[config.mk]
export PLATFORM = sky130hd
export DESIGN_NAME = rdma_port
export DESIGN_NICKNAME = d
export VERILOG_FILES = /design/src/rtl/rdma_pkg.sv /design/src/rtl/rdma_datapath.sv /design/src/rtl/rdma_ctrl.sv /design/src/rtl/rdma_port.sv
export SDC_FILE = /design/constraint.sdc
export NUM_CORES = 1
export LEC_CHECK = 0
export BUFFER_PORTS_ARGS = -buffer_cell sky130_fd_sc_hd__buf_2
export CORE_AREA = 2 2 91 93
export CTS_CLUSTER_DIAMETER = 120
export CTS_CLUSTER_SIZE = 30
export DETAILED_ROUTE_END_ITERATION = 8
export DIE_AREA = 0 0 93 95
export HOLD_SLACK_MARGIN = 0.12
export PLACE_DENSITY = 0.87
export SLEW_MARGIN = 20
export SYNTH_ARGS = -nofsm -noshare
export SYNTH_HDL_FRONTEND = slang
export SYNTH_HIERARCHICAL = 1
export SYNTH_SLANG_ARGS = --single-unit
export TNS_END_PERCENT = 100
[constraint.sdc]
create_clock -name clk -period 4.4 [get_ports clk]
set_input_delay 1.1 -clock clk [delete_from_list [all_inputs] [get_ports clk]]
set_output_delay 1.1 -clock clk [all_outputs]
set_load 0.005 [all_outputs]
[src/rtl/rdma_pkg.sv]
package rdma_pkg;
  localparam int ADDR_W = 16;
  localparam logic [4:0] OFS_CMD   = 5'h00;
  localparam logic [4:0] OFS_ISR   = 5'h07;
  localparam logic [4:0] OFS_ADRLO = 5'h08;
  localparam logic [4:0] OFS_ADRHI = 5'h09;
  localparam logic [4:0] OFS_CNTLO = 5'h0A;
  localparam logic [4:0] OFS_CNTHI = 5'h0B;
  localparam logic [7:0] CMD_RESET = 8'h21;

  typedef enum logic [1:0] {ST_IDLE, ST_FETCH, ST_READY, ST_WRITE} chanState_t;

  typedef struct packed {
    logic loadAddrLo;
    logic loadAddrHi;
    logic loadCntLo;
    logic loadCntHi;
    logic clearCnt;
    logic step;
    logic capture;
  } dpCtl_t;
endpackage

[src/rtl/rdma_datapath.sv]
module rdma_datapath
  import rdma_pkg::*;
(
  input  logic               clk,
  input  logic               rstN,
  input  dpCtl_t             ctl,
  input  logic [4:0]         regAddr,
  input  logic [7:0]         regWdata,
  input  logic [7:0]         cmdReg,
  input  logic               isrRst,
  input  logic               isrRdc,
  input  logic               wordMode,
  input  logic               pfReady,
  input  logic [15:0]        dataWdata,
  input  logic [15:0]        bufRdata,
  output logic [7:0]         regRdata,
  output logic [15:0]        dataRdata,
  output logic [ADDR_W-1:0]  bufAddr,
  output logic [15:0]        bufWdata,
  output logic [1:0]         bufBe,
  output logic               cntZero,
  output logic               lastStep
);
  logic [ADDR_W-1:0] curAddr;
  logic [15:0]       byteCnt;
  logic [15:0]       pfData;
  logic [15:0]       stepSize;
  logic              pageZero;

  assign stepSize = wordMode ? 16'd2 : 16'd1;
  assign cntZero  = (byteCnt == 16'd0);
  assign lastStep = (byteCnt <= stepSize);
  assign pageZero = (cmdReg[7:6] == 2'b00);

  always_ff @(posedge clk) begin
    if (!rstN) begin
      curAddr <= '0;
      byteCnt <= '0;
      pfData  <= '0;
    end else begin
      if (ctl.loadAddrLo) curAddr[7:0]  <= regWdata;
      if (ctl.loadAddrHi) curAddr[15:8] <= regWdata;
      if (ctl.step)       curAddr <= curAddr + ADDR_W'(stepSize);
      if (ctl.clearCnt)       byteCnt <= '0;
      else if (ctl.loadCntLo) byteCnt[7:0]  <= regWdata;
      else if (ctl.loadCntHi) byteCnt[15:8] <= regWdata;
      else if (ctl.step)      byteCnt <= lastStep ? 16'd0 : byteCnt - stepSize;
      if (ctl.capture) pfData <= bufRdata;
    end
  end

  always_comb begin
    regRdata = 8'h00;
    if (regAddr == OFS_CMD) regRdata = cmdReg;
    else if (pageZero) begin
      case (regAddr)
        OFS_ISR:   regRdata = {isrRst, isrRdc, 6'b0};
        OFS_ADRLO: regRdata = curAddr[7:0];
        OFS_ADRHI: regRdata = curAddr[15:8];
        default:   regRdata = 8'h00;
      endcase
    end
  end

  assign dataRdata = !pfReady ? 16'h0000 : (wordMode ? pfData : {8'h00, pfData[7:0]});
  assign bufAddr   = curAddr;
  assign bufWdata  = dataWdata;
  assign bufBe     = wordMode ? 2'b11 : 2'b01;

  AST_STEP_DROPS_COUNT: assert property (@(posedge clk) disable iff (!rstN)
    (ctl.step && !ctl.clearCnt && !ctl.loadCntLo && !ctl.loadCntHi && !cntZero) |=> (byteCnt < $past(byteCnt)));
  AST_ABORT_KEEPS_ADDR: assert property (@(posedge clk) disable iff (!rstN)
    (ctl.clearCnt && !ctl.step) |=> $stable(curAddr));
endmodule

[src/rtl/rdma_ctrl.sv]
module rdma_ctrl
  import rdma_pkg::*;
#(
  parameter int LATENCY = 3
) (
  input  logic        clk,
  input  logic        rstN,
  input  logic        regWr,
  input  logic [4:0]  regAddr,
  input  logic [7:0]  regWdata,
  input  logic        dataRd,
  input  logic        dataWr,
  input  logic        cntZero,
  input  logic        lastStep,
  output dpCtl_t      ctl,
  output logic [7:0]  cmdReg,
  output logic        isrRst,
  output logic        isrRdc,
  output logic        pfReady,
  output logic        waitN,
  output logic        bufReq,
  output logic        bufWe
);
  localparam int LAT_W = $clog2(LATENCY + 1);
  localparam logic [LAT_W-1:0] LAT_LOAD = LAT_W'(LATENCY);

  chanState_t      st;
  logic [LAT_W-1:0] latCnt;
  logic            reqPend;
  logic            pageZero, cmdWr, abortCmd, rdCmd, wrCmd;
  logic            readHit, wrAccept, stepNow;
  logic [2:0]      newOp;

  assign pageZero = (cmdReg[7:6] == 2'b00);
  assign cmdWr    = regWr && (regAddr == OFS_CMD);
  assign newOp    = regWdata[5:3];
  assign abortCmd = cmdWr && newOp[2];
  assign rdCmd    = cmdWr && (newOp == 3'b001) && !cntZero;
  assign wrCmd    = cmdWr && (newOp == 3'b010) && !cntZero;
  assign readHit  = !cmdWr && (st == ST_READY) && dataRd;
  assign wrAccept = !cmdWr && (st == ST_WRITE) && dataWr && (latCnt == '0);
  assign stepNow  = readHit || wrAccept;

  always_comb begin
    ctl            = '0;
    ctl.loadAddrLo = regWr && pageZero && (regAddr == OFS_ADRLO);
    ctl.loadAddrHi = regWr && pageZero && (regAddr == OFS_ADRHI);
    ctl.loadCntLo  = regWr && pageZero && (regAddr == OFS_CNTLO);
    ctl.loadCntHi  = regWr && pageZero && (regAddr == OFS_CNTHI);
    ctl.clearCnt   = abortCmd;
    ctl.step       = stepNow;
    ctl.capture    = !cmdWr && (st == ST_FETCH) && (latCnt == LAT_W'(1));
  end

  always_ff @(posedge clk) begin
    if (!rstN) begin
      st      <= ST_IDLE;
      latCnt  <= '0;
      reqPend <= 1'b0;
      cmdReg  <= CMD_RESET;
      isrRst  <= 1'b1;
      isrRdc  <= 1'b0;
    end else begin
      reqPend <= 1'b0;
      if (cmdWr) begin
        cmdReg <= regWdata;
        if (regWdata[0])      isrRst <= 1'b1;
        else if (regWdata[1]) isrRst <= 1'b0;
        if (abortCmd) st <= ST_IDLE;
        else if (rdCmd) begin
          st      <= ST_FETCH;
          latCnt  <= LAT_LOAD;
          reqPend <= 1'b1;
        end else if (wrCmd) begin
          st     <= ST_WRITE;
          latCnt <= '0;
        end
      end else begin
        if (regWr && pageZero && (regAddr == OFS_ISR) && regWdata[6]) isrRdc <= 1'b0;
        case (st)
          ST_FETCH: begin
            latCnt <= latCnt - LAT_W'(1);
            if (latCnt == LAT_W'(1)) st <= ST_READY;
          end
          ST_READY: if (readHit) begin
            if (lastStep) begin
              st        <= ST_IDLE;
              cmdReg[5] <= 1'b1;
              isrRdc    <= 1'b1;
            end else begin
              st      <= ST_FETCH;
              latCnt  <= LAT_LOAD;
              reqPend <= 1'b1;
            end
          end
          ST_WRITE: begin
            if (latCnt != '0) latCnt <= latCnt - LAT_W'(1);
            if (wrAccept) begin
              if (lastStep) begin
                st        <= ST_IDLE;
                cmdReg[5] <= 1'b1;
                isrRdc    <= 1'b1;
              end else latCnt <= LAT_LOAD;
            end
          end
          default: ;
        endcase
      end
    end
  end

  assign pfReady = (st == ST_READY);
  assign waitN   = !((dataRd && (st == ST_FETCH)) ||
                     (dataWr && (st == ST_WRITE) && (latCnt != '0)));
  assign bufReq  = reqPend || wrAccept;
  assign bufWe   = wrAccept;

  AST_DONE_SETS_OPBIT: assert property (@(posedge clk) disable iff (!rstN)
    $rose(isrRdc) |-> cmdReg[5]);
  AST_ABORT_CLEARS_CNT: assert property (@(posedge clk) disable iff (!rstN)
    abortCmd |=> cntZero);
  AST_RSTFLAG_WRITE_IGNORED: assert property (@(posedge clk) disable iff (!rstN)
    (regWr && regAddr == OFS_ISR) |=> (isrRst == $past(isrRst)));
  AST_IDLE_NO_WAIT: assert property (@(posedge clk) disable iff (!rstN)
    (st == ST_IDLE) |-> (waitN && !bufReq));
endmodule

[src/rtl/rdma_port.sv]
module rdma_port
  import rdma_pkg::*;
#(
  parameter int LATENCY = 3
) (
  input  logic        clk,
  input  logic        rstN,
  input  logic        regWr,
  input  logic [4:0]  regAddr,
  input  logic [7:0]  regWdata,
  output logic [7:0]  regRdata,
  input  logic        dataRd,
  input  logic        dataWr,
  input  logic        wordMode,
  input  logic [15:0] dataWdata,
  output logic [15:0] dataRdata,
  output logic        waitN,
  output logic        bufReq,
  output logic        bufWe,
  output logic [1:0]  bufBe,
  output logic [15:0] bufAddr,
  output logic [15:0] bufWdata,
  input  logic [15:0] bufRdata
);
  dpCtl_t     ctl;
  logic [7:0] cmdReg;
  logic       isrRst, isrRdc, pfReady, cntZero, lastStep;

  rdma_ctrl #(.LATENCY(LATENCY)) i_ctrl (
    .clk(clk), .rstN(rstN), .regWr(regWr), .regAddr(regAddr), .regWdata(regWdata),
    .dataRd(dataRd), .dataWr(dataWr), .cntZero(cntZero), .lastStep(lastStep),
    .ctl(ctl), .cmdReg(cmdReg), .isrRst(isrRst), .isrRdc(isrRdc), .pfReady(pfReady),
    .waitN(waitN), .bufReq(bufReq), .bufWe(bufWe)
  );

  rdma_datapath i_dp (
    .clk(clk), .rstN(rstN), .ctl(ctl), .regAddr(regAddr), .regWdata(regWdata),
    .cmdReg(cmdReg), .isrRst(isrRst), .isrRdc(isrRdc), .wordMode(wordMode),
    .pfReady(pfReady), .dataWdata(dataWdata), .bufRdata(bufRdata),
    .regRdata(regRdata), .dataRdata(dataRdata), .bufAddr(bufAddr),
    .bufWdata(bufWdata), .bufBe(bufBe), .cntZero(cntZero), .lastStep(lastStep)
  );
endmodule

==> results.toml <==
[outcome]
status = "completed"

[placement]
hpwlAfterDp_um = 7800
gp_congestion = 0.950
postPlaceCellArea_um2 = 4430
dp.cells = 657
portBuffers = 78

[worst_setup_path]
path_class = "input port to flop"
cp_num_buf_inv = 4
critPathSlowestCell = "fa_1"
critPathLaunchType = "input port"
cp-end-kind = "flop"
cp.required_ns = 4.64
cp_slowest_stage_delay_ns = 0.50
critPathArrivalTime_ns = 3.94
cp.depth = 13
crit_top_cell = "inv_1"
worstRegToRegCells = 9
crit_family = "simple AND/OR/NAND/NOR gates"
path_max_fanout = 11
cp_cell_sequence = "buf_2 -> inv_1 -> ha_1 -> inv_1 -> fa_1 -> a21boi_0 -> nor3_1 -> nand3_1 -> inv_1 -> and3b_1 -> o32ai_1 -> nand2_1 -> o311a_1"

[die]
fp-row-count = 33
start_util = 0.514
dieArea_um2 = 8840
die-height_um = 95
die_x_um = 93
ios = 112
coreArea_um2 = 7930

[finish]
fin_cells = 674
post-route-cell-area_um2 = 4680
area_growth_pct = 14.9
fin_nets = 624
fill_cells = 704
fin_util = 0.591
drive_gt1_frac = 0.231

[clock_network]
clk_path_buf_depth = 2
postCtsSetupBuffers = 0
cts_tree = "yes"
clkSinkCount = 63
clk_pin_slew_worst_paths_ns = 0.08
ctsResizeCount = 0
cts_root_buffer = "clkbuf_8"
worstSkewPairLatency_ns = 0.34
holdBufCountCts = 0
numCtsBuffers = 9
cts.htree.levels = 3

[yosys]
synth_top_area_frac = 0.309
syn-num-nets = 567
ys_seq_elements = 63
synthAdderAreaFrac = 0.0344
syn_inst = 506
synth_compound_area_frac = 0.204
ys_seq_area_frac = 0.309
synthArstFlopShare = 0
yosysMostFrequentCell = "dfxtp_1"
synth_edf_count = 0
yosys-mux-area-fraction = 0.0724
synthTopCellsByArea = "dfxtp_1, mux2i_1, nand2_1"
synthDistinctLibCells = 76
synth-simple-area-share = 0.288
ys.flop_type = "dfxtp_1"
synth_top_family_by_area = "simple AND/OR/NAND/NOR gates"
yosys_warnings = 6
yosysTopAreaCell = "dfxtp_1"
synth_area_um2 = 4080
synth.avg_cell_area_um2 = 8.06
synthTopCellsByCount = "dfxtp_1, nand2_1, a21oi_1, nor2_1, mux2i_1"
synth-xor-area-share = 0.00859

[sta]
finClkSkew_ns = 0.00818
max_clock_freq_mhz = 270
finalSetupViolations = 0
setup_tns_ns = 0
worstMarginPinSlew_ns = 1.03
hold_viol = 0
rsz0062_at_grt = "false"
fin_crit_ns = 3.70
period_share = 0.842
maxSlewViolCount = 0
slew_headroom = 0.312

[run]
maxCapViolCount = 0

[grt]
grt_pass1_wl_um = 18700
track_usage = 0.265
grt_pass1_vias = 3898
grt.overflow.total = 0
antenna_found_initial = 0
grt_max_degree = 39

[pwr]
power.density_nw_per_um2 = 285
p_leak_nw = 1.93
p_total_mw = 1.34
peakVddDrop_v = 0.000200

[drt]
viasPerCell = 6.19
dr_total_vias = 4174
drc = 0
postRouteAntennaNets = 0
wl_um = 11400
drtIter0Drc = 382
wl_per_cell_um = 17.0
first_pass_iters = 5

[hold_path]
hold_depth = 2
min_path_type = "flop to flop"
-- through the flow --
stage	setup slack, ns	hold slack, ns
floorplan	0.635	0.437
global placement	0.528	0.448
detailed placement	0.471	0.453
CTS	0.716	0.465
global route	0.502	0.487
finish	0.696	0.464
-- power by group --
| part | internal [mW] | switching, mW | leakage, nW |
|---|---|---|---|
| clock network | 0.378 | 0.245 | 0.120 |
| registers | 0.574 | 0.00539 | 0.508 |
| logic | 0.0485 | 0.0852 | 1.30 |
| total | 1.00 | 0.336 | 1.93 |
-- metal layers --
metal  vias to the layer above  global-route usage  part of all wire
met5                         -                   0                 0
met4                         0               0.121             0.031
met3                        37              0.0495             0.093
met2                       239               0.444              0.48
met1                      1949               0.333              0.40
li1                       1949                   -                 -
-- sequential cells by signal (all words and copies together), names as in the netlist --
register / count
i_ctrl/latCnt: 2
i_dp/bufAddr: 16
i_ctrl/cmdReg: 8
i_ctrl/reqPend: 1
i_dp/byteCnt: 16
i_ctrl/isrRst: 1
i_ctrl/st: 2
i_dp/pfData: 16
i_ctrl/isrRdc: 1
-- placed cells by master, fill, tap and decap left out, types with 5 or more instances in the layout --
cell type and count:
a21boi_0 5, a21oi_1 32, a22oi_1 6, a31oi_1 10, and2_1 10, and3_1 12, buf_2 78, buf_4 11
clkbuf_8 9, dfxtp_1 63, ha_1 8, inv_1 19, mux2i_1 25, nand2_1 52, nand2b_1 6, nand3_1 23
nand4_1 5, nor2_1 27, nor2b_1 22, nor3_1 14, nor4_1 8, o21ai_0 19, or2_2 6
-- worst paths after layout --
kind                            startpoint                             to  slack [ns]
max                               wordMode  i_ctrl/latCnt[0]$_SDFFE_PN0P_        0.70
min          i_ctrl/cmdReg[3]$_SDFFE_PN0P_  i_ctrl/cmdReg[3]$_SDFFE_PN0P_        0.46
max reg2reg  i_ctrl/cmdReg[7]$_SDFFE_PN0P_   i_dp/byteCnt[4]$_SDFFE_PP0P_        1.27
min reg2reg  i_ctrl/cmdReg[3]$_SDFFE_PN0P_  i_ctrl/cmdReg[3]$_SDFFE_PN0P_        0.46
-- cell families after synthesis --
kind of cell	after synthesis
AO/OA/AOI/OAI	122
adder cells (fa/ha/maj)	10
multiplexers	29
AND/OR/NAND/NOR	213
XOR/XNOR	4
buffers and inverters	64
other	1
flip-flops	63
-- final cells by class --
cell class | instances | area (um2) | area share
multi-input cells | 379 | 2490 | 0.532
flip-flops and latches | 63 | 1260 | 0.269
repair buffers | 89 | 473 | 0.101
well taps | 105 | 131 | 0.0281
clock buffers | 9 | 124 | 0.0264
clock inverters | 7 | 120 | 0.0256
inverters | 21 | 78.8 | 0.0168
diodes | 1 | 2.50 | 0.000534
-- worst min-delay path, cell delays in order, from the launching register on --
cell and delay [ns]:
dfxtp_1 0.32, nand2_1 0.05, a21oi_1 0.05
Note: power is estimated with default switching activity, not from simulation.
